===== src/rtl/lsr_mode_pkg.sv =====
package lsr_mode_pkg;

  typedef enum logic [1:0] {
    STEP_NONE = 2'b00,
    STEP_P30  = 2'b01,
    STEP_P50  = 2'b10
  } win_step_e;

  function automatic win_step_e map_step(input logic [1:0] cfg);
    case (cfg)
      2'b01:   map_step = STEP_P30;
      2'b10:   map_step = STEP_P50;
      default: map_step = STEP_NONE;
    endcase
  endfunction

endpackage


===== src/rtl/lsr_polarity_sense.sv =====
module lsr_polarity_sense #(
  parameter int BLANK_CYC = 8
) (
  input  logic clk_i,
  input  logic rst_ni,
  input  logic hs_gate_i,
  input  logic phase_pos_i,
  output logic cyc_v_o,
  output logic cyc_neg_o,
  output logic latch_o
);
  localparam int BW = (BLANK_CYC < 1) ? 1 : $clog2(BLANK_CYC + 1);

  logic          hs_q;
  logic          armed_q;
  logic          latch_q;
  logic [BW-1:0] blank_q;
  logic          hs_rise, hs_fall, sense_win;

  assign hs_rise   = hs_gate_i & ~hs_q;
  assign hs_fall   = ~hs_gate_i & hs_q;
  assign sense_win = armed_q & ~hs_gate_i & (blank_q == '0);

  always_ff @(posedge clk_i or negedge rst_ni) begin
    if (!rst_ni) begin
      hs_q    <= 1'b0;
      armed_q <= 1'b0;
      latch_q <= 1'b0;
      blank_q <= '0;
    end else begin
      hs_q <= hs_gate_i;
      if (hs_rise) begin
        armed_q <= 1'b0;
        latch_q <= 1'b0;
      end else if (hs_fall) begin
        armed_q <= 1'b1;
        latch_q <= 1'b0;
        blank_q <= BW'(BLANK_CYC);
      end else begin
        if (armed_q && !hs_gate_i && blank_q != '0)
          blank_q <= blank_q - 1'b1;
        if (sense_win && phase_pos_i)
          latch_q <= 1'b1;
      end
    end
  end

  // verdict of the low interval just closed
  assign cyc_v_o   = hs_rise & armed_q;
  assign cyc_neg_o = latch_q;
  assign latch_o   = latch_q;

  assert_no_latch_in_blank_R5: assert property (@(posedge clk_i) disable iff (!rst_ni)
    $rose(latch_q) |-> $past(armed_q && !hs_gate_i && blank_q == '0));

  assert_latch_clear_on_rise_R6: assert property (@(posedge clk_i) disable iff (!rst_ni)
    (hs_gate_i && !hs_q) |=> !latch_q);

endmodule


===== src/rtl/lsr_mode_fsm.sv =====
module lsr_mode_fsm #(
  parameter int RUN_LEN = 3
) (
  input  logic clk_i,
  input  logic rst_ni,
  input  logic cyc_v_i,
  input  logic cyc_neg_i,
  output logic dem_o,
  output logic enter_o,
  output logic exit_o
);
  localparam int CW = (RUN_LEN < 2) ? 1 : $clog2(RUN_LEN);

  logic          dem_q;
  logic [CW-1:0] run_q;
  logic          toward, last_of_run;

  assign toward      = dem_q ? ~cyc_neg_i : cyc_neg_i;
  assign last_of_run = (run_q == CW'(RUN_LEN - 1));

  always_ff @(posedge clk_i or negedge rst_ni) begin
    if (!rst_ni) begin
      dem_q <= 1'b0;
      run_q <= '0;
    end else if (cyc_v_i) begin
      if (!toward) begin
        run_q <= '0;
      end else if (last_of_run) begin
        run_q <= '0;
        dem_q <= ~dem_q;
      end else begin
        run_q <= run_q + 1'b1;
      end
    end
  end

  assign dem_o   = dem_q;
  assign enter_o = cyc_v_i & toward & last_of_run & ~dem_q;
  assign exit_o  = cyc_v_i & toward & last_of_run & dem_q;

  assert_flip_only_at_run_end_R2: assert property (@(posedge clk_i) disable iff (!rst_ni)
    (dem_q != $past(dem_q)) |-> $past(cyc_v_i));

  assert_run_bound_R4: assert property (@(posedge clk_i) disable iff (!rst_ni)
    run_q < CW'(RUN_LEN));

  assert_run_cleared_on_disagree_R4: assert property (@(posedge clk_i) disable iff (!rst_ni)
    (cyc_v_i && !toward) |=> (run_q == '0));

endmodule


===== src/rtl/lsr_ls_drive.sv =====
module lsr_ls_drive #(
  parameter int AUDIO_PER = 3500,
  parameter int AUDIO_W   = 20
) (
  input  logic clk_i,
  input  logic rst_ni,
  input  logic hs_gate_i,
  input  logic dem_i,
  input  logic latch_i,
  input  logic audio_en_i,
  output logic ls_en_o
);
  localparam int PW = (AUDIO_PER < 2) ? 1 : $clog2(AUDIO_PER);

  logic [PW-1:0] tmr_q;
  logic          tmr_run, pulse;

  assign tmr_run = dem_i & audio_en_i;

  always_ff @(posedge clk_i or negedge rst_ni) begin
    if (!rst_ni)                        tmr_q <= '0;
    else if (!tmr_run)                  tmr_q <= '0;
    else if (tmr_q == PW'(AUDIO_PER-1)) tmr_q <= '0;
    else                                tmr_q <= tmr_q + 1'b1;
  end

  assign pulse   = tmr_run & (tmr_q >= PW'(AUDIO_PER - AUDIO_W));
  assign ls_en_o = ~hs_gate_i & (~dem_i | ~latch_i | pulse);

  assert_ls_off_hs_on_R9: assert property (@(posedge clk_i) disable iff (!rst_ni)
    hs_gate_i |-> !ls_en_o);

  assert_ls_cut_after_latch_R8: assert property (@(posedge clk_i) disable iff (!rst_ni)
    (dem_i && latch_i && !pulse) |-> !ls_en_o);

  assert_no_pulse_disabled_R11: assert property (@(posedge clk_i) disable iff (!rst_ni)
    (!audio_en_i && dem_i && latch_i) |-> !ls_en_o);

endmodule


===== src/rtl/lsr_mode_ctrl.sv =====
module lsr_mode_ctrl
  import lsr_mode_pkg::*;
#(
  parameter int BLANK_CYC = 8,
  parameter int RUN_LEN   = 3,
  parameter int AUDIO_PER = 3500,
  parameter int AUDIO_W   = 20
) (
  input  logic       clk_i,
  input  logic       rst_ni,
  input  logic       hs_gate_i,
  input  logic       phase_pos_i,
  input  logic [1:0] win_cfg_i,
  input  logic       audio_en_i,
  output logic       dem_o,
  output logic       ls_en_o,
  output logic [1:0] win_step_o
);
  logic      cyc_v, cyc_neg, latch;
  logic      dem, enter, leave;
  win_step_e step_q;

  lsr_polarity_sense #(.BLANK_CYC(BLANK_CYC)) u_sense (
    .clk_i(clk_i), .rst_ni(rst_ni), .hs_gate_i(hs_gate_i), .phase_pos_i(phase_pos_i),
    .cyc_v_o(cyc_v), .cyc_neg_o(cyc_neg), .latch_o(latch)
  );

  lsr_mode_fsm #(.RUN_LEN(RUN_LEN)) u_fsm (
    .clk_i(clk_i), .rst_ni(rst_ni), .cyc_v_i(cyc_v), .cyc_neg_i(cyc_neg),
    .dem_o(dem), .enter_o(enter), .exit_o(leave)
  );

  lsr_ls_drive #(.AUDIO_PER(AUDIO_PER), .AUDIO_W(AUDIO_W)) u_drive (
    .clk_i(clk_i), .rst_ni(rst_ni), .hs_gate_i(hs_gate_i), .dem_i(dem),
    .latch_i(latch), .audio_en_i(audio_en_i), .ls_en_o(ls_en_o)
  );

  // step code captured once per entry
  always_ff @(posedge clk_i or negedge rst_ni) begin
    if (!rst_ni)    step_q <= STEP_NONE;
    else if (enter) step_q <= map_step(win_cfg_i);
    else if (leave) step_q <= STEP_NONE;
  end

  assign dem_o      = dem;
  assign win_step_o = step_q;

  assert_step_none_in_ccm_R10: assert property (@(posedge clk_i) disable iff (!rst_ni)
    !dem_o |-> (win_step_o == 2'b00));

  assert_step_held_in_dem_R10: assert property (@(posedge clk_i) disable iff (!rst_ni)
    (dem_o && $past(dem_o)) |-> $stable(win_step_o));

endmodule


===== config.mk =====
export PLATFORM = sky130hd
export DESIGN_NAME = lsr_mode_ctrl
export DESIGN_NICKNAME = d
export VERILOG_FILES = /design/src/rtl/lsr_mode_pkg.sv /design/src/rtl/lsr_polarity_sense.sv /design/src/rtl/lsr_mode_fsm.sv /design/src/rtl/lsr_ls_drive.sv /design/src/rtl/lsr_mode_ctrl.sv
export SDC_FILE = /design/constraint.sdc
export NUM_CORES = 1
export LEC_CHECK = 0
export CAP_MARGIN = 20
export CORE_UTILIZATION = 55
export DETAILED_ROUTE_END_ITERATION = 12
export PLACE_DENSITY = 0.85
export SYNTH_ARGS = -nofsm -noshare
export SYNTH_HDL_FRONTEND = slang
export SYNTH_SLANG_ARGS = --single-unit

===== constraint.sdc =====
create_clock -name clk_i -period 2.2 [get_ports clk_i]
set_clock_uncertainty 0.1 [all_clocks]
set_input_delay 0.22 -clock clk_i [delete_from_list [all_inputs] [get_ports clk_i]]
set_output_delay 0.22 -clock clk_i [all_outputs]
set_load 0.02 [all_outputs]

==> run metrics, run 1 <==
status finished clean; Multi-input gate area 583 sq um; Peak Freq 489 MHz; CTS tree done; DP Worst Slack 0.124 ns; drt first-iter violations 31; largest fanout on the critical path 7; peak supply drop 0.694 mV; Syn Nets 137; diodes inserted 0; first-pass GRT wire length 4000 um; vias in the first global route 976; initial antenna violation count 0; placed cell count 163; Distinct cells, synth 30; Rows 16; CP Launch Type flop; Post-DP HPWL 1590 um; # H-tree levels 1; sequential cell area 601 sq um; finished layout cell area 0.00143 sq mm; Worst-path clk slew 0.13 ns; crit-path cells a211oi_1, nor2_1, o2111ai_1, a21oi_1, dlygate4sd2_1; Routed WL 2140 um; Ys Warns 0; IO Pins 11; type of the worst setup path reg -> out; Critical R2R Launch u_drive.tmr_q[0]; Die X 49.4 um; Sink Count 24; routability cong. 0.790; largest net degree at the start of global routing 25; P per Cell Area 812 mW/mm^2; final hold violation count 0; Worst slew margin 78.0%; leak pwr 0.623 nW; slowest stage delay, CP 0.48 ns; # fillers 158; most common cell after layout, fill and taps aside dfrtp_1; Max Slew Vio Count 0; Die ar. 0.00244 sq mm; FF+latch count, synth 24; Critical Path RT 1.88 ns; Core Area 0.00204 sq mm; area grow syn2layout 15.7%; Num CTS Buffers 3; post-synthesis cell count 123; Nets 155; Critical Path AT 1.73 ns; grt total ovfl 0; CTS root buf clkbuf_4; placed standard-cell area 0.00140 sq mm; slowest library cell on the worst path dfrtp_1; Die Y-Extent 49.4 um; final setup fails 0; final antenna-violating net count 0; drt first pass iters 4; DRC viols 0; MaxCap Viol Count 0; Via density 5.66; Mapped Area 0.00124 sq mm; CTS max path bufs 2; Period Utilization, post-route 93.0%; share of layout cells above drive strength 1 10.7%; min cycle time layout 2.05 ns; initial core utilization 60.6%; HP Class in -> async; fin cells 167; post-route setup slack 0.155 ns; via count 946; commonest non-fill, non-tap cells in the layout 24 x dfrtp_1, 14 x nor2_1, 10 x inv_1, 9 x clkdlybuf4s50_1, 8 x o21ai_0; critical path startpoint u_drive.tmr_q[4]; fin util 70.1%; Tot GR Track Use 21.5%; Port Buf Inserts 10; post-synthesis area per instance 10.1 sq um; Worst-Skew Late Latency 0.32 ns; post-synthesis sequential area ratio 48.5%; CP Capture Type primary output; wire per inst 12.8 um; Tightest Pin Transition 0.326 ns; cts hold-fix bufs 0; setup tns final 0 ns; RSZ-0062 raised after global routing false
Yosys cell counts, drive strengths merged:
library cell  count  share of area [%]
nor2             14                4.2
a211oi            1               0.61
dfrtp            24                 49
mux2              3                2.7
xor2              7                5.0
nor3b             3                1.8
a21oi             4                1.6
or3               1               0.51
nor3              1               0.40
o21ai             8                3.2
xnor2             3                2.1
a31oi             2                1.0
nand3             7                2.8
nand2             7                2.1
nor2b             1               0.51
inv              11                3.3
nand4             3                1.5
a311oi            2                1.4
o2111ai           1               0.71
ha                7                7.1
o41ai             1                1.3
or3b              1               0.71
buf               2                1.0
a22o              1               0.71
or4               1               0.61
and2              3                1.5
nand4b            1               0.71
and4              3                2.1
flip-flops by register name, summed over array words and instances, names as in the netlist:
name,flops
u_drive.tmr_q,12
u_sense.blank_q,4
u_fsm.run_q,2
win_step_o,2
u_fsm.dem_o,1
u_sense.armed_q,1
u_sense.cyc_neg_o,1
u_sense.hs_q,1
per-stage QoR:
stage	power [W]	hold WS, ns
6_report	0.00116	0.136
5_1_grt	0.00125	0.154
4_1_cts	0.00117	0.137
3_5_place_dp	0.000941	0.394
3_3_place_gp	0.000918	0.387
2_1_floorplan	0.000810	-0.176
worst max-delay path, delay by kind of cell, from the launching register on:
| kind | cells | cell delay, ns |
|---|---|---|
| AOI/OAI and AO/OA | 3 | 0.54 |
| buffers and inverters | 1 | 0.32 |
| DFF | 1 | 0.48 |
| and+or+nand+nor | 1 | 0.06 |
area by class of cell:
cell class	count	area share [%]
Sequential cell	24	42.0
Multi-Input combinational cell	86	40.7
Timing Repair Buffer	15	9.53
Inverter	11	2.88
Clock buffer	4	2.53
Tap cell	27	2.36
power by group:
part           internal [W]  switching [W]  total [W]
Combinational      0.000167       0.000172   0.000339
Sequential         0.000521      0.0000699   0.000591
Clock              0.000101       0.000131   0.000232
kinds of logic after synthesis:
kind of cell | Yosys count | synth area share [%]
and+or+nand+nor | 46 | 19.6
DFF | 24 | 48.5
AOI/OAI and AO/OA | 20 | 10.6
buffers and inverters | 13 | 4.35
xor gates and xnor gates | 10 | 7.08
adders and majority gates | 7 | 7.08
muxes | 3 | 2.73
final timing paths:
check	end	slack [ns]	cells past startpoint
setup / recovery	ls_en_o	0.15	5
hold / removal	u_drive.tmr_q[6]	0.14	2
setup reg to reg	u_drive.tmr_q[11]	0.26	6
hold reg to reg	u_drive.tmr_q[0]	0.41	1
max in group asynchronous	u_drive.tmr_q[3]	1.63	2
min in group clk_i	u_sense.hs_q	0.34	1
per-layer routing:
metal / vias to the layer above / track usage, % / routed length, um / share of wire, %
met3: 2 / 5.61 / 105 / 4.9
met4: 0 / 6.19 / 19 / 0.89
met2: 26 / 37.2 / 1070 / 50
met5: - / 0 / 0 / 0
met1: 454 / 26.4 / 952 / 44
li1: 464 / - / - / -
what timing repair did:
action                                  4_1_cts  5_1_grt
endpoints found under the setup margin        1        0
buffers inserted                              0        0
gates resized for setup                       1        0
Power figures use the tool's default switching activity.
==> inputs of run 2 (changes only) <==
CORE_MARGIN = 8   (was default)
==> run 2 against run 1 <==
  * Sequential cell count unchanged
  * Largest cell class unchanged
  * Sequential power about the same
  * Wire length grew 5.6%
  * Total power is 4.4% lower
==> run metrics, run 2 (same netlist as run 1, synthesis figures left out) <==
peak supply drop 0.591 mV (was 0.694 mV); Critical R2R Launch u_sense.blank_q[0] (was u_drive.tmr_q[0]); DRC viols 0 (unchanged); Tightest Pin Transition 0.292 ns (was 0.326 ns); # fillers 171 (was 158); RSZ-0062 raised after global routing false (unchanged); reg-to-reg endpoint u_sense.blank_q[3] (was u_drive.tmr_q[11]); MaxCap Viol Count 0 (unchanged); largest net degree at the start of global routing 25 (unchanged); Sink Count 24 (unchanged); first-pass GRT wire length 3840 um (was 4000 um); cts hold-fix bufs 0 (unchanged); # H-tree levels 1 (unchanged); Rows 17 (was 16); Die X 63.4 um (was 49.4 um); CTS max path bufs 2 (unchanged); Num CTS Buffers 3 (unchanged); drt first pass iters 4 (unchanged); Period Utilization, post-route 94.2% (was 93.0%); commonest non-fill, non-tap cells in the layout 24 x dfrtp_1, 14 x nor2_1, 10 x inv_1, 9 x clkdlybuf4s50_1, 8 x o21ai_0 (unchanged); Tot GR Track Use 11.4% (was 21.5%); Critical Path RT 1.88 ns (about the same); final setup fails 0 (unchanged); Via density 5.69 (was 5.66); final antenna-violating net count 0 (unchanged); final hold violation count 0 (unchanged); Worst slew margin 80.3% (was 78.0%); most common cell after layout, fill and taps aside dfrtp_1 (unchanged); grt total ovfl 0 (unchanged); CP Capture Type primary output (unchanged); Peak Freq 483 MHz (was 489 MHz); drt first-iter violations 37 (was 31); initial antenna violation count 0 (unchanged); largest fanout on the critical path 7 (unchanged); vias in the first global route 972 (was 976); area grow syn2layout 14.7% (was 15.7%); CTS root buf clkbuf_4 (unchanged); Die ar. 0.00402 sq mm (was 0.00244 sq mm); Largest register FFs 12 (unchanged); leak pwr 0.616 nW (was 0.623 nW); Most flops, register u_drive.tmr_q (unchanged); Critical Path AT 1.75 ns (was 1.73 ns); via count 951 (was 946); HP Class in -> async (unchanged); r2r setup slk 0.27 ns (was 0.26 ns); Port Buf Inserts 10 (unchanged); diodes inserted 0 (unchanged); CP Launch Type flop (unchanged); P per Cell Area 783 mW/mm^2 (was 812 mW/mm^2); CTS tree done (unchanged); depth of the most critical reg-to-reg path 6 (unchanged); type of the worst setup path reg -> out (unchanged); setup tns final 0 ns (unchanged); Worst-path clk slew 0.12 ns (was 0.13 ns); share of layout cells above drive strength 1 10.1% (was 10.7%); Nets 155 (unchanged); biggest regs u_drive.tmr_q x12, u_sense.blank_q x4 (unchanged); min cycle time layout 2.07 ns (was 2.05 ns); status finished clean (unchanged); Die Y-Extent 63.4 um (was 49.4 um); wire per inst 13.6 um (was 12.8 um); Core Area 0.00217 sq mm (was 0.00204 sq mm); routability cong. 0.919 (was 0.790); Max Slew Vio Count 0 (unchanged); Routed WL 2260 um (was 2140 um); initial core utilization 57.0% (was 60.6%); Post-DP HPWL 1720 um (was 1590 um); hold slack final 0.154 ns (was 0.136 ns); Worst-Skew Late Latency 0.31 ns (was 0.32 ns); IO Pins 11 (unchanged)
## run 2: cell count changes in the layout (fill, tap and decap cells not counted), sizes merged
cell / delta
clkbuf: -1
## run 2: how the worst max path moves through the flow
stage | slack [ns] | startpoint | depth (start not counted) | to
after floorplan | 0.33 | u_fsm.dem_o | 4 | win_step_o[1]
after global placement | 0.13 | audio_en_i | 5 | ls_en_o
after detailed placement | 0.1 | audio_en_i | 5 | ls_en_o
after CTS | 0.14 | u_drive.tmr_q[4] | 5 | ls_en_o
after global routing | 0.04 | u_drive.tmr_q[4] | 5 | ls_en_o
final | 0.13 | u_drive.tmr_q[4] | 5 | ls_en_o
## run 2: timing repair
| action | CTS | global route |
|---|---|---|
| resized for setup | 1 | 0 |
| endpoints found under the setup margin | 1 | 0 |
| buffers inserted | 0 | 0 |
## run 2: report_power, final
| part | internal (W) | switching [W] |
|---|---|---|
| Combinational | 0.000166 | 0.000170 |
| Sequential | 0.000521 | 0.0000714 |
| Clock | 0.0000639 | 0.000119 |
| Total | 0.000751 | 0.000361 |
## run 2: stage by stage
step	power, W	std cells	utilization [%]	setup slack, ns	cell area (sq um)
floorplan	0.000810	123	-	0.330	1240
global placement	0.000912	164	64.4	0.126	1400
detailed placement	0.000938	164	64.4	0.0954	1400
CTS	0.00112	167	65.4	0.137	1420
global route	0.00118	167	65.4	0.0379	1420
finish	0.00111	167	65.4	0.128	1420
## run 2: worst max-delay path, stage by stage, from the launching register on
cell and delay, ns:
dfrtp_1 0.47, a211oi_1 0.27, nor2_1 0.07, o2111ai_1 0.20, a21oi_1 0.11, dlygate4sd2_1 0.33
## run 2: final cells by class
cell class | instances | area [sq um] | area share [%]
clock buffer | 3 | 22.5 | 1.59
inverter | 11 | 41.3 | 2.91
multi-input combinational | 86 | 583 | 41.1
sequential | 24 | 601 | 42.3
tap | 28 | 35.0 | 2.47
timing repair buffer | 15 | 136 | 9.61
## run 2: routing by layer
layer | vias up | share of wire [%] | GRT usage, %
met5 | - | 0 | 0
met1 | 462 | 43 | 12.0
met4 | 0 | 2.0 | 6.13
met3 | 6 | 3.2 | 1.77
met2 | 22 | 52 | 21.0
li1 | 461 | - | -
